### src/rtl/modem_ctl_status.sv
module modem_ctl_status #(
  parameter logic [4:0] CTL_RST  = 5'b01000,
  parameter logic [3:0] LINE_RST = 4'b1011
) (
  input  logic       clk,
  input  logic       rst_n,
  input  logic       ctl_we,
  input  logic [7:0] ctl_wdata,
  input  logic       stat_rd,
  input  logic       cts_i,
  input  logic       dsr_i,
  input  logic       dcd_i,
  input  logic       ri_i,
  output logic [7:0] ctl_q,
  output logic [7:0] stat_q,
  output logic       dtr_o,
  output logic       rts_o,
  output logic       out1_o,
  output logic       out2_o,
  output logic       delta_o
);

  logic [4:0] ctl_r;
  logic [3:0] line_r;   // {dcd, ri, dsr, cts}
  logic [3:0] chg_r;    // {d_dcd, te_ri, d_dsr, d_cts}
  logic [3:0] line_nx;
  logic [3:0] chg_new;
  logic       loop;

  assign loop = ctl_r[4];

  assign line_nx = loop ? {ctl_r[3], ctl_r[2], ctl_r[0], ctl_r[1]}
                        : {dcd_i, ri_i, dsr_i, cts_i};

  assign chg_new = {line_nx[3] ^ line_r[3],
                    line_r[2] & ~line_nx[2],
                    line_nx[1] ^ line_r[1],
                    line_nx[0] ^ line_r[0]};

  always_ff @(posedge clk or negedge rst_n) begin
    if (!rst_n) begin
      ctl_r  <= CTL_RST;
      line_r <= LINE_RST;
      chg_r  <= '0;
    end else begin
      if (ctl_we) ctl_r <= ctl_wdata[4:0];
      line_r <= line_nx;
      chg_r  <= (stat_rd ? 4'b0000 : chg_r) | chg_new;
    end
  end

  assign ctl_q   = {3'b000, ctl_r};
  assign stat_q  = {line_r, chg_r};
  assign dtr_o   = ~loop & ctl_r[0];
  assign rts_o   = ~loop & ctl_r[1];
  assign out1_o  = ~loop & ctl_r[2];
  assign out2_o  = ~loop & ctl_r[3];
  assign delta_o = |chg_r;

endmodule


### config.mk
export PLATFORM = sky130hd
export DESIGN_NAME = modem_ctl_status
export DESIGN_NICKNAME = d
export VERILOG_FILES = /design/src/rtl/modem_ctl_status.sv
export SDC_FILE = /design/constraint.sdc
export NUM_CORES = 1
export LEC_CHECK = 0
export ABC_AREA = 1
export BUFFER_PORTS_ARGS = -buffer_cell sky130_fd_sc_hd__buf_2
export CAP_MARGIN = 15
export CORE_UTILIZATION = 37
export DETAILED_ROUTE_END_ITERATION = 7
export PLACE_DENSITY_LB_ADDON = 0.12
export SLEW_MARGIN = 10
export SYNTH_ARGS = -nofsm -noshare
export SYNTH_HDL_FRONTEND = slang
export SYNTH_SLANG_ARGS = --single-unit
### constraint.sdc
create_clock -name clk -period 0.8 [get_ports clk]
set_input_delay 0.04 -clock clk [delete_from_list [all_inputs] [get_ports clk]]
set_output_delay 0.04 -clock clk [all_outputs]
set_load 0.005 [all_outputs]
==> flow_metrics.py <==
metrics = {
    "run_status": {
        "outcome": "complete, but fails checks",
        "violations": "setup timing",
    },
    "placement": {
        "hpwl_um": 976,
        "post-place-ws_ps": -82.8,
        "dpl_cell_area_um2": 798,
        "gp_congestion": 0.716,
        "dpl.cell_count": 127,
        "io_buffers": 30,
    },
    "floorplanning": {
        "start_util_pct": 40.5,
        "die_h_um": 43.1,
        "fp.dieW_um": 43.1,
        "pin_count": 37,
        "num_rows": 14,
        "core-area_um2": 1540,
        "dieArea_um2": 1860,
    },
    "timing": {
        "drv_slew": 0,
        "finalCritPeriodShare_pct": 139,
        "fin_skew_ps": 4.16,
        "hold_viol_final": 0,
        "holdWs_ps": 20.9,
        "max_clock_freq_ghz": 0.902,
        "rsz0062_at_grt": "true",
        "setup_viol": 26,
        "setup_ws_ps": -309,
        "period_minus_slack_ps": 1110,
    },
    "power": {
        "pwr-share-seq_pct": 42.1,
        "p_sw_mw": 0.601,
        "power.total_mw": 1.95,
        "switching_share_pct": 30.7,
        "clkPwrFrac_pct": 20.9,
        "p_leak_nw": 0.651,
        "p_int_mw": 1.35,
        "power_density_nw_per_um2": 1620,
        "peakVddDrop_v": 0.000894,
        "combPwrFrac_pct": 37.0,
    },
    "route": {
        "first_iter_violations": 6,
        "wl_mm": 1.72,
        "vias_per_cell": 4.48,
        "firstDrtPassIters": 4,
        "vias": 690,
        "wl_per_cell_um": 11.1,
        "ant_nets": 0,
        "drcViolationCount": 0,
    },
    "worst_setup_path": {
        "r2r_cells": 5,
        "rrSetupSlack_ps": -200,
        "r2r-end": "chg_r[3]",
        "start_kind": "flip-flop",
        "cp_slowest_cell": "dfrtp_2",
        "timing.rr.start": "ctl_r[4]",
        "critPathMaxStageDelay_ps": 460,
        "required_ps": 760,
        "arrival_ps": 1070,
        "cp_cell_sequence": "buf_6 -> nor2_4 -> buf_2",
        "crit_path_max_fanout": 4,
        "end_kind": "output pin",
        "criticalPathCategory": "reg -> out",
    },
    "yosys": {
        "synthXorXnorAreaFrac_pct": 0,
        "ys_ff_latch": 13,
        "synth.most_common_cell": "nand2_1",
        "synth_async_sr_flop_share_pct": 100,
        "synthSimpleGateAreaFrac_pct": 29.1,
        "ys_seq_area_share_pct": 52.9,
        "synth_top_family_by_area": "simple AND/OR/NAND/NOR gates",
        "synth_compound_area_share_pct": 4.01,
        "synthMuxAreaShare_pct": 0,
        "synthTopCellsByCount": "29 x nand2_1, 12 x inv_1, 10 x nand3_1",
        "synth.top_cells.by_area": "dfrtp_1 36%, nand2_1 17%, dfstp_2 17%, nand3_1 8.0%, inv_1 7.2%",
        "ys_warn_count": 0,
        "syn-instance-count": 81,
        "synthFlopType": "dfrtp_1",
        "netlist-cell-type-count": 11,
        "yosysTopAreaCellShare_pct": 36.1,
        "synth_top_cell_by_area": "dfrtp_1",
        "synthesis.area_um2": 624,
        "synth-adder-area-share_pct": 0,
        "synth_edf_count": 0,
        "avgSynthCellArea_um2": 7.71,
    },
    "grt": {
        "overflow": 0,
        "grt_max_degree": 14,
        "grt_pass1_vias": 651,
        "use_met2_pct": 32.2,
        "busiest_layer": "met2",
        "met1_usage_pct": 24.7,
        "grtUsageMet3_pct": 2.55,
        "antenna_found_initial": 0,
        "grt.total_usage_pct": 19.7,
        "grt_pass1_wl_mm": 2.66,
    },
    "clock_tree": {
        "cts_max_path_buffers": 2,
        "cts_sinks": 13,
        "htreeDepth": 1,
        "insertion_delay_ps": 280,
        "cts_made_buffers": 3,
        "cts_root_buf": "clkbuf_4",
        "clk_pin_slew_ps": 80,
        "cts_tree": "yes",
    },
    "layout": {
        "design_area_um2": 1200,
        "synthToLayoutAreaGrowth_pct": 93.0,
        "seq_area_um2": 332,
        "diodes": 0,
        "fin_cells": 154,
        "nets": 155,
        "drive_above_1_share_pct": 62.3,
        "multi_input_comb_area_um2": 340,
        "n_fill_cell": 105,
    },
    "min_path": {
        "hp-class": "in -> reg",
        "whs_path_depth": 2,
        "hold_end": "ctl_r[3]",
        "hold_start": "ctl_we",
    },
    "run": {
        "drv_cap": 0,
    },
}
## through the flow
step           setup TNS [ps]  util (%)
2_1_floorplan            -156         -
3_3_place_gp             -236      51.8
3_5_place_dp             -349      51.8
4_1_cts                 -3440      70.2
5_1_grt                 -4960      78.2
6_report                -3850      78.2
## registers in the layout, summed over array words and instances, names as in the netlist
register	flops
chg_r	4
line_r	4
ctl_r	5
## power groups by stage
stage | Combinational [mW] | Sequential, mW | Clock (mW)
floorplan | 0.188 | 0.836 | 0
global placement | 0.364 | 0.824 | 0
detailed placement | 0.368 | 0.829 | 0
CTS | 0.599 | 0.811 | 0.418
global route | 0.789 | 0.836 | 0.464
finish | 0.723 | 0.823 | 0.409
## critical path, delay by kind of cell, from the launching register on
family | cells | cell delay, ps
flip-flops | 1 | 460
buffers and inverters | 2 | 260
AND/OR/NAND/NOR | 1 | 60
## per-layer routing
layer  routed length (um)  share of wire, %  vias up
li1                     -                 -      354
met1                  783                46      309
met2                  846                49       25
met3                   72               4.2        2
met4                   14              0.82        0
met5                    0                 0        -
## worst max path at each step
stage	cells past startpoint	slack, ps	end	start
final	3	-310	rts_o	ctl_r[4]
after global routing	3	-360	out2_o	ctl_r[3]
after detailed placement	4	-80	chg_r[0]	ctl_r[4]
after floorplan	4	-40	chg_r[1]	ctl_r[4]
after global placement	4	-60	chg_r[0]	ctl_r[4]
after CTS	3	-320	rts_o	ctl_r[4]
## layout by cell type (no fill, tap or decap)
cell type and instances:
clkbuf_1 1, nor2_1 2, clkinv_4 1, conb_1 3, inv_1 6, nand2_2 8
nor2_4 3, nand3_2 8, buf_6 15, dfstp_2 4, buf_4 5, dfrtp_1 8
o21ai_0 3, buf_2 26, inv_2 5, o21ai_2 2, clkbuf_4 3, nand3_1 2
dlygate4sd3_1 10, nand2_4 4, dfrtp_2 1, nand2_1 17, nor2_2 1
## cell type report
class / count / area share (%)
Clock buffer: 4 / 2.18
Inverter: 12 / 4.15
Multi-Input combinational cell: 53 / 28.2
Sequential cell: 13 / 27.5
Tap cell: 16 / 1.66
Timing Repair Buffer: 56 / 36.2
## cell families (layout without fill, tap and decap cells)
kind of cell,count (synthesis),in the layout
DFF,13,13
buffers and inverters,17,72
AOI/OAI and AO/OA,5,5
other,1,3
and+or+nand+nor,45,45
## what timing repair did
action,4_1_cts,5_1_grt
gates resized for setup,18,36
endpoints found under the hold margin,22,0
hold buffers,10,0
pin swaps,11,13
setup buffers,11,3
endpoints found under the setup margin,24,28
(Power assumes the default switching activity.)
